### config.mk
export PLATFORM = sky130hd
export DESIGN_NAME = lvl_irq_ctrl
export DESIGN_NICKNAME = d
export VERILOG_FILES = /design/src/rtl/lic_pkg.sv /design/src/rtl/lic_mask_bank.sv /design/src/rtl/lic_sorter.sv /design/src/rtl/lic_soft_reset.sv /design/src/rtl/lvl_irq_ctrl.sv
export SDC_FILE = /design/constraint.sdc
export NUM_CORES = 1
export LEC_CHECK = 0
export ABC_AREA = 1
export BUFFER_PORTS_ARGS = -buffer_cell sky130_fd_sc_hd__buf_2
export CAP_MARGIN = 20
export CORE_MARGIN = 2
export CORE_UTILIZATION = 35
export CTS_CLUSTER_SIZE = 14
export DETAILED_ROUTE_END_ITERATION = 16
export MAX_ROUTING_LAYER = met4
export SYNTH_ARGS = -nofsm -noshare
export SYNTH_HDL_FRONTEND = slang
export SYNTH_HIERARCHICAL = 1
export SYNTH_SLANG_ARGS = --single-unit
### constraint.sdc
create_clock -name clk -period 9.9 [get_ports clk]
set_clock_uncertainty 0.05 [all_clocks]
set_input_delay 0.495 -clock clk [delete_from_list [all_inputs] [get_ports clk]]
set_output_delay 0.495 -clock clk [all_outputs]
set_load 0.05 [all_outputs]
### src/rtl/lic_pkg.sv
package lic_pkg;
  localparam int ADDR_W = 12;
  localparam int DATA_W = 32;

  localparam logic [ADDR_W-1:0] OFS_VERSION = 12'h000;
  localparam logic [ADDR_W-1:0] OFS_CFG     = 12'h010;
  localparam logic [ADDR_W-1:0] OFS_STAT    = 12'h014;
  localparam logic [ADDR_W-1:0] OFS_ACTIVE  = 12'h040;
  localparam logic [ADDR_W-1:0] OFS_CTRL    = 12'h048;
  localparam logic [ADDR_W-1:0] OFS_MCLR    = 12'h088;
  localparam logic [ADDR_W-1:0] OFS_MSET    = 12'h08C;
  localparam logic [ADDR_W-1:0] OFS_PEND    = 12'h098;
  localparam int                BANK_STEP   = 32;

  // Address of a banked register: base plus one stride per bank.
  function automatic logic [ADDR_W-1:0] bank_ofs(input logic [ADDR_W-1:0] base,
                                                  input int unsigned b);
    return base + ADDR_W'(b * BANK_STEP);
  endfunction

  // Active-register word when the held source is no longer valid.
  function automatic logic [DATA_W-1:0] spurious_word(input logic [6:0] id);
    return {25'h1FF_FFFF, id};
  endfunction
endpackage

### src/rtl/lic_mask_bank.sv
module lic_mask_bank #(
  parameter int BANK_W = 32
) (
  input  logic              clk,
  input  logic              rst_n,
  input  logic              force_all,
  input  logic              set_we,
  input  logic              clr_we,
  input  logic [BANK_W-1:0] wdata,
  input  logic [BANK_W-1:0] src,
  output logic [BANK_W-1:0] mask_q,
  output logic [BANK_W-1:0] pend
);
  always_ff @(posedge clk or negedge rst_n) begin
    if (!rst_n)         mask_q <= '1;
    else if (force_all) mask_q <= '1;
    else if (set_we)    mask_q <= mask_q | wdata;
    else if (clr_we)    mask_q <= mask_q & ~wdata;
  end

  assign pend = src & ~mask_q;
endmodule

### src/rtl/lic_sorter.sv
module lic_sorter #(
  parameter int NUM_SRC = 96,
  parameter int ID_W    = 7
) (
  input  logic               clk,
  input  logic               rst_n,
  input  logic               flush,
  input  logic               ack,
  input  logic [NUM_SRC-1:0] pend,
  output logic               held,
  output logic [ID_W-1:0]    act_id,
  output logic [ID_W-1:0]    next_id,
  output logic               latch_evt
);
  function automatic logic [ID_W-1:0] lowest_id(input logic [NUM_SRC-1:0] v);
    logic [ID_W-1:0] r;
    r = '0;
    for (int i = NUM_SRC - 1; i >= 0; i--)
      if (v[i]) r = ID_W'(i);
    return r;
  endfunction

  assign next_id   = lowest_id(pend);
  assign latch_evt = !flush && !held && (|pend);

  always_ff @(posedge clk or negedge rst_n) begin
    if (!rst_n) begin
      held   <= 1'b0;
      act_id <= '0;
    end else if (flush) begin
      held   <= 1'b0;
      act_id <= '0;
    end else if (held && ack) begin
      held <= 1'b0;
    end else if (latch_evt) begin
      held   <= 1'b1;
      act_id <= next_id;
    end
  end
endmodule

### src/rtl/lic_soft_reset.sv
module lic_soft_reset #(
  parameter int RST_CYCLES = 4
) (
  input  logic clk,
  input  logic rst_n,
  input  logic start,
  output logic busy
);
  localparam int CNT_W = $clog2(RST_CYCLES + 1);
  logic [CNT_W-1:0] cnt;

  always_ff @(posedge clk or negedge rst_n) begin
    if (!rst_n)         cnt <= '0;
    else if (start)     cnt <= CNT_W'(RST_CYCLES);
    else if (cnt != '0) cnt <= cnt - 1'b1;
  end

  assign busy = (cnt != '0);
endmodule

### src/rtl/lvl_irq_ctrl.sv
module lvl_irq_ctrl #(
  parameter int NUM_SRC    = 96,
  parameter int RST_CYCLES = 4,
  parameter int VER_MAJOR  = 2,
  parameter int VER_MINOR  = 1
) (
  input  logic               clk,
  input  logic               rst_n,
  input  logic [11:0]        bus_addr,
  input  logic [31:0]        bus_wdata,
  input  logic               bus_wr,
  input  logic               bus_rd,
  output logic [31:0]        bus_rdata,
  input  logic [NUM_SRC-1:0] irq_src,
  output logic               cpu_irq
);
  import lic_pkg::*;

  localparam int BANK_W    = DATA_W;
  localparam int NUM_BANKS = NUM_SRC / BANK_W;
  localparam int ID_W      = $clog2(NUM_SRC);

  // Named internal events, also used by the checker.
  logic               wr_ok, ack_evt, srst_start, srst_busy, flush;
  logic               held, latch_evt, autoidle_q;
  logic [ID_W-1:0]    act_id, next_id;
  logic [NUM_SRC-1:0] mask_all, pend;
  logic [6:0]         id7;

  assign wr_ok      = bus_wr && !srst_busy;
  assign srst_start = wr_ok && (bus_addr == OFS_CFG) && bus_wdata[1];
  assign ack_evt    = wr_ok && (bus_addr == OFS_CTRL) && bus_wdata[0];
  assign flush      = srst_busy || srst_start;

  lic_soft_reset #(.RST_CYCLES(RST_CYCLES)) u_srst (
    .clk(clk), .rst_n(rst_n), .start(srst_start), .busy(srst_busy)
  );

  for (genvar b = 0; b < NUM_BANKS; b++) begin : g_bank
    logic set_we, clr_we;
    assign set_we = wr_ok && (bus_addr == bank_ofs(OFS_MSET, b));
    assign clr_we = wr_ok && (bus_addr == bank_ofs(OFS_MCLR, b));
    lic_mask_bank #(.BANK_W(BANK_W)) u_bank (
      .clk(clk), .rst_n(rst_n), .force_all(flush),
      .set_we(set_we), .clr_we(clr_we), .wdata(bus_wdata),
      .src(irq_src[b*BANK_W +: BANK_W]),
      .mask_q(mask_all[b*BANK_W +: BANK_W]),
      .pend(pend[b*BANK_W +: BANK_W])
    );
  end

  lic_sorter #(.NUM_SRC(NUM_SRC), .ID_W(ID_W)) u_sort (
    .clk(clk), .rst_n(rst_n), .flush(flush), .ack(ack_evt), .pend(pend),
    .held(held), .act_id(act_id), .next_id(next_id), .latch_evt(latch_evt)
  );

  always_ff @(posedge clk or negedge rst_n) begin
    if (!rst_n)                             autoidle_q <= 1'b0;
    else if (flush)                         autoidle_q <= 1'b0;
    else if (wr_ok && bus_addr == OFS_CFG)  autoidle_q <= bus_wdata[0];
  end

  assign cpu_irq = held;
  assign id7     = 7'(act_id);

  always_comb begin
    bus_rdata = '0;
    if (bus_rd) begin
      unique case (bus_addr)
        OFS_VERSION: bus_rdata = {24'h0, 4'(VER_MAJOR), 4'(VER_MINOR)};
        OFS_CFG:     bus_rdata = {31'h0, autoidle_q};
        OFS_STAT:    bus_rdata = {31'h0, !srst_busy};
        OFS_ACTIVE:  bus_rdata = (held && pend[act_id]) ? {25'h0, id7}
                                                        : spurious_word(id7);
        default: begin
          for (int b = 0; b < NUM_BANKS; b++)
            if (bus_addr == bank_ofs(OFS_PEND, b))
              bus_rdata = pend[b*BANK_W +: BANK_W];
        end
      endcase
    end
  end
endmodule

== Word-level counts from Yosys, hierarchy flattened ==
Cells that the tools add are included.

* Register bits after elaboration: 108
* Input port bits: 144
* Output and inout bits: 33
* Word-level logic and storage cells: 189

* $add $sub $neg: 1
* $lt $le $gt $ge: 1
* Equal/unequal tests: 14
* Mux-type cells: 123
* Bitwise gates (word level): 13
* Reductions and logical operators: 30

{| class="wikitable"
|+ Operator list
! operator !! number
|-
| $mux W7 || 99
|-
| $mux W32 || 14
|-
| $and A32 B32 Y32 || 6
|-
| $not A32 Y32 || 4
|-
| $pmux W32 S4 || 1
|-
| $eq A12 B8 Y1 const B || 9
|-
| $or A32 B32 Y32 || 3
|-
| $reduce_or A96 Y1 || 1
|-
| $eq A12 B5 Y1 const B || 2
|-
| $eq A12 B7 Y1 const B || 2
|-
| $logic_and A1 B1 Y1 || 15
|-
| $reduce_bool A3 Y1 || 5
|-
| $logic_not A12 Y1 || 1
|-
| $lt A7 B8 Y1 const B || 1
|-
| $bmux W1 S7 || 1
|-
| $mux W1 || 6
|-
| $mux W3 || 2
|-
| $reduce_bool A2 Y1 || 3
|-
| $logic_not A1 Y1 || 3
|-
| $sub A3 B1 Y3 const B || 1
|-
| $ne A2 B1 Y1 const B || 1
|-
| $reduce_and A2 Y1 || 1
|-
| $logic_or A1 B1 Y1 || 1
|}

== Depth between registers and ports, before layout ==
Gate-level depths: netlist of the first run.

* Depth in word-level cells: 101
* Mapped depth: 99
* Depth with buffers taken out: 99

== Cells and area by module ==
Netlist of the first run, hierarchy kept.

{| class="wikitable"
|+ By module, submodules not included
! module !! times used !! cells each !! area each (µm²) !! sequential area each (µm²)
|-
| lic_mask_bank || 3 || 337 || 2,074.5 || 840.8
|-
| lvl_irq_ctrl || 1 || 517 || 2,537.4 || 25.0
|-
| lic_sorter || 1 || 382 || 1,779.2 || 200.2
|-
| lic_soft_reset || 1 || 22 || 173.9 || 75.1
|}

== Worst setup path after synthesis of the first run ==
Ideal clock, no wire load.

* Path kind: input -> register
* From: input port irq_src[90]
* To: register u_sort.act_id[0]
* Setup time: 117 ps
* Arrival time: 4,801 ps
* Required time: 9,733 ps
* Path slack: 4,932 ps
* Stages: 95
* Path buffers: 0
* Path through: inv_1 nor2_1 bufinv_8 nand2_1 nand2_1 nand2_1 nand2_1 nand2_1 nand2_1 nand2_1 nand2_1 nand2_1 nand2_1 nand2_1 nand2_1 nand2_1 nand2_1 nand2_1 [59 not listed] nand2_1 nand2_1 nand2_1 nand2_1 nand2_1 nand2_1 nand2_1 nand2_1 nand2_1 nand2_1 nand2_1 nand2_1 nand2_1 nand2_1 nand2_1 nand2_1 nand3_1 nand2_1

* Cells in the longest elaborated chain, start to end: 95
* Elaborated cells between the ends (all ways): 99
* Classes of those cells: mux (94); bitwise (1); reduce/logical (4)

{| class="wikitable"
|+ Ends and longest elaborated chain
! item !! RTL line !! RTL
|-
| start, declared || lvl_irq_ctrl.sv:14 || <nowiki>input logic [NUM_SRC-1:0] irq_src,</nowiki>
|-
| $and A32 B32 Y32 * || lic_mask_bank.sv:21 || <nowiki>assign pend = src & ~mask_q;</nowiki>
|-
| via pend[90] || lvl_irq_ctrl.sv:27 || <nowiki>logic [NUM_SRC-1:0] mask_all, pend;</nowiki>
|-
| $mux W7 (91 in series) || lic_sorter.sv:19 || <nowiki>if (v[i]) r = ID_W'(i);</nowiki>
|-
| $mux W7 || lic_sorter.sv:35 || <nowiki>end else if (latch_evt) begin</nowiki>
|-
| $mux W7 || lic_sorter.sv:33 || <nowiki>end else if (held && ack) begin</nowiki>
|-
| $mux W7 || lic_sorter.sv:30 || <nowiki>end else if (flush) begin</nowiki>
|-
| end signal, assigned || lic_sorter.sv:37 || <nowiki>act_id <= next_id;</nowiki>
|-
| end, declared || lic_sorter.sv:11 || <nowiki>output logic [ID_W-1:0] act_id,</nowiki>
|}

The timed path passes the listed nets; every way through them passes the cells marked *. The select of a mux whose other input is x is not followed.
A chain may end at the register's enable or synchronous reset.

== Worst setup path in the final report of the first run ==
* From: register g_bank[2].u_bank.mask_q[30]
* To: register u_sort.act_id[0]

* Cells in the longest elaborated chain, start to end: 100
* Elaborated cells between the ends (all ways): 104
* Classes of those cells: mux (98); bitwise (2); reduce/logical (4)

{| class="wikitable"
|+ Ends and longest elaborated chain
! item !! RTL line !! RTL
|-
| start, declared || lic_mask_bank.sv:11 || <nowiki>output logic [BANK_W-1:0] mask_q,</nowiki>
|-
| start signal, assigned || lic_mask_bank.sv:17 || <nowiki>else if (set_we) mask_q <= mask_q | wdata;</nowiki>
|-
| start signal, assigned || lic_mask_bank.sv:18 || <nowiki>else if (clr_we) mask_q <= mask_q & ~wdata;</nowiki>
|-
| $not A32 Y32 * || lic_mask_bank.sv:21 ||
|-
| $and A32 B32 Y32 * || lic_mask_bank.sv:21 ||
|-
| via pend[94] || lvl_irq_ctrl.sv:27 ||
|-
| $mux W7 (95 in series) || lic_sorter.sv:19 ||
|-
| $mux W7 || lic_sorter.sv:35 ||
|-
| $mux W7 || lic_sorter.sv:33 ||
|-
| $mux W7 || lic_sorter.sv:30 ||
|}

Marked as above.

==> results of run 1 <==
[metrics by stage]
step | instance area, µm² | std cells | setup slack (ns) | hold WS, ns | utilization, %
after floorplan | 10700 | 1929 | 4.955 | 0.1494 | -
final | 11970 | 2453 | 4.343 | 0.1858 | 39.43
after CTS | 11960 | 2452 | 4.329 | 0.1840 | 39.42
after global placement | 11680 | 2436 | 4.141 | 0.4113 | 38.48
after global routing | 11970 | 2453 | 3.325 | 0.2200 | 39.43
after detailed placement | 11680 | 2436 | 4.134 | 0.4148 | 38.48
[power breakdown]
part	switching (mW)	internal [mW]	leakage, nW
Combinational	1.18	0.514	5.34
Sequential	0.139	0.737	1.17
Clock	0.194	0.181	0.137
Total	1.51	1.43	6.64
[worst max-delay path: cells and delay by family, from the launching register on]
kind	cells	cell delay [ns]
buffers and inverters	1	0.07
flip-flops	1	0.38
AND/OR/NAND/NOR	97	4.93
[path summary, 6_finish.rpt]
path | cells past startpoint | to | startpoint | slack, ns
worst max-delay path | 98 | u_sort/act_id[0] | g_bank[2].u_bank/mask_q[30] | 4.34
worst min register to register | 2 | g_bank[1].u_bank/mask_q[16] | g_bank[1].u_bank/mask_q[16] | 0.43
max in group asynchronous | 2 | u_sort/act_id[2] | rst_n | 8.40
worst max register to register | 98 | u_sort/act_id[0] | g_bank[2].u_bank/mask_q[30] | 4.34
min in group clk | 2 | g_bank[1].u_bank/mask_q[16] | g_bank[1].u_bank/mask_q[16] | 0.43
worst min-delay path | 1 | u_srst/cnt[1] | rst_n | 0.19
[cell type report]
class / count / area [µm²]
Fill cell: 3379 / 18380
Multi-Input combinational cell: 1347 / 5828
Sequential cell: 108 / 2824
Inverter: 400 / 1580
Timing Repair Buffer: 185 / 950.9
Tap cell: 396 / 495.5
Clock buffer: 11 / 242.7
Clock inverter: 5 / 42.54
Antenna cell: 1 / 2.502
[routing by layer]
layer / share of wire [%] / routed length (µm)
met5: 0 / 0
met4: 2.0 / 826
met3: 6.5 / 2653
met2: 47 / 19050
met1: 45 / 18120
[sequential cells by signal, indices dropped and copies added (netlist names)]
register              flops
autoidle_q                1
g_bank.u_bank/mask_q     96
u_srst/cnt                3
u_sort/act_id             7
u_sort/held               1
==> impl_table.tex, run 1 <==
\begin{tabular}{lr}
\hline
Metric & Value \\
\hline
\multicolumn{2}{l}{\textbf{Placed design}} \\
\quad IO buf count & 176 \\
\quad HPWL after DPL & 28,750 µm \\
\quad RD Place Congestion & 0.9074 \\
\multicolumn{2}{l}{\textbf{Finish}} \\
\quad Fraction of layout cells with a size suffix above 1 & 17.17\% \\
\quad Commonest non-fill, non-tap cell in the layout & sky130\_fd\_sc\_hd\_\_nand2\_1 \\
\quad Area growth, synth to finish & 11.82\% \\
\quad Commonest cells after routing, fill and taps aside & sky130\_fd\_sc\_hd\_\_nand2\_1 (800), sky130\_fd\_sc\_hd\_\_inv\_1 (381), sky130\_fd\_sc\_hd\_\_nand3\_1 (184) \\
\quad \# nets final & 2,197 \\
\multicolumn{2}{l}{\textbf{STA}} \\
\quad Share of the clock period used by the worst path after layout & 56.13\% \\
\quad Achievable frequency & 0.1800 GHz \\
\quad Final setup viols & 0 \\
\quad Shortest clock period the worst path allows after layout & 5.557 ns \\
\quad Unrepaired setup endpoints after global routing & no \\
\quad Worst slew margin relative to its limit & 32.55\% \\
\quad Hold violation total from the final report & 0 \\
\quad Total Neg Setup Slack & 0 ns \\
\quad Max Slew Vio Count & 0 \\
\quad Transition time of the tightest slew-check pin & 1.005 ns \\
\multicolumn{2}{l}{\textbf{Global route}} \\
\quad Global-route track usage on met2 & 43.37\% \\
\quad Overflow left after global routing & 0 \\
\quad Via count of the first global-routing pass & 11,230 \\
\quad First-pass GRT wire length & 62,130 µm \\
\quad Met3 GRT Util & 3.011\% \\
\quad Number of antenna violations at the first check in global routing & 1 \\
\quad Total track usage & 26.18\% \\
\quad Most used routing layer & met2 \\
\quad Met1 routing resource usage after global routing & 33.70\% \\
\quad Maximum number of pins on one net before global-route repair & 59 \\
\multicolumn{2}{l}{\textbf{Pwr}} \\
\quad P per Cell Area & 246.1 mW/mm² \\
\quad Leakage Power & 6.644 nW \\
\quad Total power & 2.945 mW \\
\quad Highest ir drop seen on vdd & 0.1110 mV \\
\multicolumn{2}{l}{\textbf{Die}} \\
\quad Number of rows in the core area & 64 \\
\quad Initial core utilization & 35.26\% \\
\quad Ports placed on the boundary & 177 \\
\quad Die area & 0.03199 mm² \\
\quad Die extent in x & 178.9 µm \\
\quad Floorplan Core Area & 0.03035 mm² \\
\quad Chip height & 178.9 µm \\
\multicolumn{2}{l}{\textbf{Route}} \\
\quad Drt drc & 0 \\
\quad Final Routed Wirelength & 40,650 µm \\
\quad Via count & 12,220 \\
\quad Initial DRT Pass Iterations & 5 \\
\quad Drt wl/cell & 16.57 µm \\
\quad Number of DRC markers after the initial detailed-route iteration & 1,093 \\
\quad Post-route ant nets & 0 \\
\quad Routed via count divided by cell count & 4.980 \\
\multicolumn{2}{l}{\textbf{Synthesis}} \\
\quad Mean Syn Cell Area & 5.548 µm² \\
\quad Number of synthesis warnings & 6 \\
\quad Number of nets produced by synthesis & 2,075 \\
\quad Mapped Area & 0.01070 mm² \\
\quad Synth Instances & 1,929 \\
\multicolumn{2}{l}{\textbf{Clock network}} \\
\quad Clock latency on the worst-skew pair & 0.37 ns \\
\quad Maximum number of buffers from clock root to sink & 2 \\
\quad Num Clock Sinks & 108 \\
\quad Hold-fix buffers, CTS & 0 \\
\quad TritonCTS clock tree & built \\
\quad Total number of H-tree levels & 3 \\
\quad Clock-pin transition on the worst setup and hold timing paths & 0.09 ns \\
\quad Number of CTS-inserted buffers & 9 \\
\quad Number of setup buffers added after CTS & 0 \\
\quad Clock root cell & sky130\_fd\_sc\_hd\_\_clkbuf\_16 \\
\quad Cts repair resizes & 0 \\
\multicolumn{2}{l}{\textbf{Setup path}} \\
\quad Data arrival time at the worst-slack endpoint & 5.77 ns \\
\quad Nature of the critical path startpoint & flip-flop \\
\quad Required time of the worst setup path & 10.11 ns \\
\quad Endpoint type of the worst setup path & flip-flop \\
\quad Maximum net fanout on the critical path & 4 \\
\quad Worst Setup Path Type & reg -> reg \\
\quad Delay of the slowest cell on the worst path & 0.38 ns \\
\quad Master of the slowest instance on the critical path & sky130\_fd\_sc\_hd\_\_dfstp\_2 \\
\quad Most numerous cell on the critical path & sky130\_fd\_sc\_hd\_\_nand2\_1 \\
\multicolumn{2}{l}{\textbf{Hold path}} \\
\quad Worst Hold Class & in -> async \\
\multicolumn{2}{l}{\textbf{Job}} \\
\quad Max capacitance violation total & 0 \\
\multicolumn{2}{l}{\textbf{Run status}} \\
\quad Status & finished, final reports clean \\
\hline
\end{tabular}
Power figures use the tool's default switching activity.
==> run 2: changes to the inputs <==
clock period = 5.14 ns   (was 9.9 ns; I/O delays follow)
==> impl_table.tex, run 2 (synthesis gave the netlist of run 1 again) <==
\begin{tabular}{lr}
\hline
Metric & Value \\
\hline
\multicolumn{2}{l}{\textbf{Run status}} \\
\quad Status & finished, violations left (was finished, final reports clean) \\
\quad Failing checks & negative hold slack, negative setup slack \\
\multicolumn{2}{l}{\textbf{Setup path}} \\
\quad Delay of the slowest cell on the worst path & 0.55 ns (was 0.38 ns) \\
\quad Endpoint type of the worst setup path & flip-flop (unchanged) \\
\quad Most numerous cell on the critical path & sky130\_fd\_sc\_hd\_\_nand2\_1 (unchanged) \\
\quad Register-to-Register Path Depth & 98 (unchanged) \\
\quad Total buffers and inverters traversed by the critical path & 1 (unchanged) \\
\quad R2r startpoint & g\_bank[2].u\_bank/mask\_q[30] (unchanged) \\
\quad Master of the slowest instance on the critical path & sky130\_fd\_sc\_hd\_\_dfstp\_2 (unchanged) \\
\quad Family with the most delay on the worst path & simple AND/OR/NAND/NOR gates (unchanged) \\
\quad Data arrival time at the worst-slack endpoint & 5.81 ns (was 5.77 ns) \\
\quad Nature of the critical path startpoint & flip-flop (unchanged) \\
\quad Maximum net fanout on the critical path & 2 (was 4) \\
\quad Worst reg2reg endpoint & u\_sort/act\_id[0] (unchanged) \\
\quad R2R Setup Slk & -0.41 ns (was 4.34 ns) \\
\quad Worst Setup Path Type & reg -> reg (unchanged) \\
\quad Required time of the worst setup path & 5.40 ns (was 10.11 ns) \\
\multicolumn{2}{l}{\textbf{Finish}} \\
\quad Largest registers & g\_bank.u\_bank/mask\_q: 96 flops, u\_sort/act\_id: 7 flops, u\_srst/cnt: 3 flops (unchanged) \\
\quad Register with the most flip-flops & g\_bank.u\_bank/mask\_q (unchanged) \\
\quad Commonest cells after routing, fill and taps aside & sky130\_fd\_sc\_hd\_\_nand2\_1 (800), sky130\_fd\_sc\_hd\_\_inv\_1 (381), sky130\_fd\_sc\_hd\_\_nand3\_1 (184) (unchanged) \\
\quad Fill cell count & 3,360 (was 3,379) \\
\quad \# nets final & 2,225 (was 2,197) \\
\quad Fraction of layout cells with a size suffix above 1 & 18.33\% (was 17.17\%) \\
\quad Commonest non-fill, non-tap cell in the layout & sky130\_fd\_sc\_hd\_\_nand2\_1 (unchanged) \\
\quad Flip-flop count of the largest register after layout & 96 (unchanged) \\
\quad Antenna Diode Count & 0 (was 1) \\
\quad Area growth, synth to finish & 13.80\% (was 11.82\%) \\
\quad Number of standard cells in the final layout excluding fillers & 2,480 (was 2,453) \\
\quad Finished Cell Area & 0.01218 mm² (was 0.01197 mm²) \\
\quad Layout Utilization & 40.13\% (was 39.43\%) \\
\multicolumn{2}{l}{\textbf{Placed design}} \\
\quad RD Place Congestion & 0.8930 (was 0.9074) \\
\quad IO buf count & 176 (unchanged) \\
\quad Setup Slack @ Placement & -0.3484 ns (was 4.134 ns) \\
\quad Number of placed instances with taps included & 2,464 (was 2,436) \\
\quad Area of placed instances & 0.01189 mm² (was 0.01168 mm²) \\
\quad HPWL after DPL & 28,810 µm (was 28,750 µm) \\
\multicolumn{2}{l}{\textbf{Route}} \\
\quad Drt drc & 0 (unchanged) \\
\quad Drt wl/cell & 16.18 µm (was 16.57 µm) \\
\quad Number of DRC markers after the initial detailed-route iteration & 1,267 (was 1,093) \\
\quad Via count & 12,310 (was 12,220) \\
\quad Initial DRT Pass Iterations & 6 (was 5) \\
\quad Routed via count divided by cell count & 4.965 (was 4.980) \\
\quad Post-route ant nets & 0 (unchanged) \\
\quad Final Routed Wirelength & 40,120 µm (was 40,650 µm) \\
\multicolumn{2}{l}{\textbf{STA}} \\
\quad Shortest clock period the worst path allows after layout & 5.549 ns (was 5.557 ns) \\
\quad Unrepaired setup endpoints after global routing & yes (was no) \\
\quad Max Slew Vio Count & 0 (unchanged) \\
\quad Min Hold Slack & -0.008406 ns (was 0.1858 ns) \\
\quad Hold violation total from the final report & 1 (was 0) \\
\quad Share of the clock period used by the worst path after layout & 108.0\% (was 56.13\%) \\
\quad Transition time of the tightest slew-check pin & 0.9795 ns (was 1.005 ns) \\
\quad Smallest setup slack after layout & -0.4091 ns (was 4.343 ns) \\
\quad Achievable frequency & 0.1802 GHz (was 0.1800 GHz) \\
\quad Final setup viols & 1 (was 0) \\
\quad Total Neg Setup Slack & -0.4091 ns (was 0 ns) \\
\quad Worst slew margin relative to its limit & 34.01\% (was 32.55\%) \\
\multicolumn{2}{l}{\textbf{Clock network}} \\
\quad Clock latency on the worst-skew pair & 0.37 ns (about the same) \\
\quad TritonCTS clock tree & built (unchanged) \\
\quad Clock-pin transition on the worst setup and hold timing paths & 0.08 ns (was 0.09 ns) \\
\quad Maximum number of buffers from clock root to sink & 2 (unchanged) \\
\quad Number of setup buffers added after CTS & 0 (unchanged) \\
\quad Total number of H-tree levels & 3 (unchanged) \\
\quad Number of CTS-inserted buffers & 9 (unchanged) \\
\quad Clock root cell & sky130\_fd\_sc\_hd\_\_clkbuf\_16 (unchanged) \\
\quad Num Clock Sinks & 108 (unchanged) \\
\multicolumn{2}{l}{\textbf{Pwr}} \\
\quad Sequential fraction of design power & 29.3\% (was 29.8\%) \\
\quad Leakage Power & 6.786 nW (was 6.644 nW) \\
\quad Highest ir drop seen on vdd & 0.1963 mV (was 0.1110 mV) \\
\quad P per Cell Area & 469.9 mW/mm² (was 246.1 mW/mm²) \\
\quad Internal power component & 2.831 mW (was 1.433 mW) \\
\quad Switching power summed over all nets & 2.892 mW (was 1.512 mW) \\
\quad Comb pwr share & 58.1\% (was 57.5\%) \\
\quad Clock power share & 12.6\% (was 12.7\%) \\
\quad Fraction of power spent switching nets & 50.54\% (was 51.36\%) \\
\quad Total power & 5.723 mW (was 2.945 mW) \\
\multicolumn{2}{l}{\textbf{Die}} \\
\quad Number of rows in the core area & 64 (unchanged) \\
\quad Die area & 0.03199 mm² (unchanged) \\
\quad Die extent in x & 178.9 µm (unchanged) \\
\quad Ports placed on the boundary & 177 (unchanged) \\
\quad Floorplan Core Area & 0.03035 mm² (unchanged) \\
\quad Initial core utilization & 35.26\% (unchanged) \\
\quad Chip height & 178.9 µm (unchanged) \\
\multicolumn{2}{l}{\textbf{Job}} \\
\quad Max capacitance violation total & 0 (unchanged) \\
\multicolumn{2}{l}{\textbf{Hold path}} \\
\quad Worst Hold Class & in -> async (unchanged) \\
\multicolumn{2}{l}{\textbf{Global route}} \\
\quad Total track usage & 26.04\% (was 26.18\%) \\
\quad Via count of the first global-routing pass & 11,320 (was 11,230) \\
\quad Maximum number of pins on one net before global-route repair & 64 (was 59) \\
\quad Overflow left after global routing & 0 (unchanged) \\
\quad Number of antenna violations at the first check in global routing & 0 (was 1) \\
\quad First-pass GRT wire length & 62,110 µm (was 62,130 µm) \\
\hline
\end{tabular}
run 2: changes by cell type in the layout (fill, tap and decap cells not counted), sizes merged:
cell / previous run / this run
buf: 185 / 213
clkinv: 3 / 4
clkinvlp: 1 / 0
diode: 1 / 0
run 2: routing by layer:
metal,up-vias,share of wire [%],track usage [%],routed length [µm]
li1,6078,-,-,-
met1,5678,44,33.83,17670
met2,504,48,43.38,19090
met3,53,6.7,2.693,2694
met4,0,1.7,6.572,665
met5,-,0,-,0
run 2: power groups by stage:
stage	Combinational, mW	Clock (mW)	Sequential [mW]
floorplan	2.47	0	1.62
global placement	3.23	0	1.66
detailed placement	3.30	0	1.68
CTS	3.31	0.738	1.67
global route	3.80	0.765	1.73
finish	3.33	0.719	1.68
run 2: worst max-delay path by stage:
stage / start / endpoint / slack (ns) / cells past startpoint
CTS: g_bank[2].u_bank/mask_q[30] / u_sort/act_id[0] / -0.39 / 98
detailed placement: g_bank[2].u_bank/mask_q[30] / u_sort/act_id[0] / -0.35 / 98
global placement: g_bank[2].u_bank/mask_q[31] / u_sort/act_id[0] / -0.33 / 97
finish: g_bank[2].u_bank/mask_q[30] / u_sort/act_id[0] / -0.41 / 98
floorplan: g_bank[2].u_bank/mask_q[26] / u_sort/act_id[0] / 0.34 / 94
global route: g_bank[2].u_bank/mask_q[30] / u_sort/act_id[0] / -1.41 / 98
run 2: timing repair:
item,4_1_cts,5_1_grt
resized for setup,1,0
hold buffers,0,0
endpoints found under the setup margin,1,1
run 2: final cells by class:
class | count | area (µm²) | share of cell area (%)
Timing Repair Buffer | 213 | 1161 | 9.535
Clock buffer | 11 | 242.7 | 1.993
Inverter | 400 | 1580 | 12.98
Tap cell | 396 | 495.5 | 4.069
Clock inverter | 5 | 43.79 | 0.3596
Multi-Input combinational cell | 1347 | 5831 | 47.88
Sequential cell | 108 | 2824 | 23.19
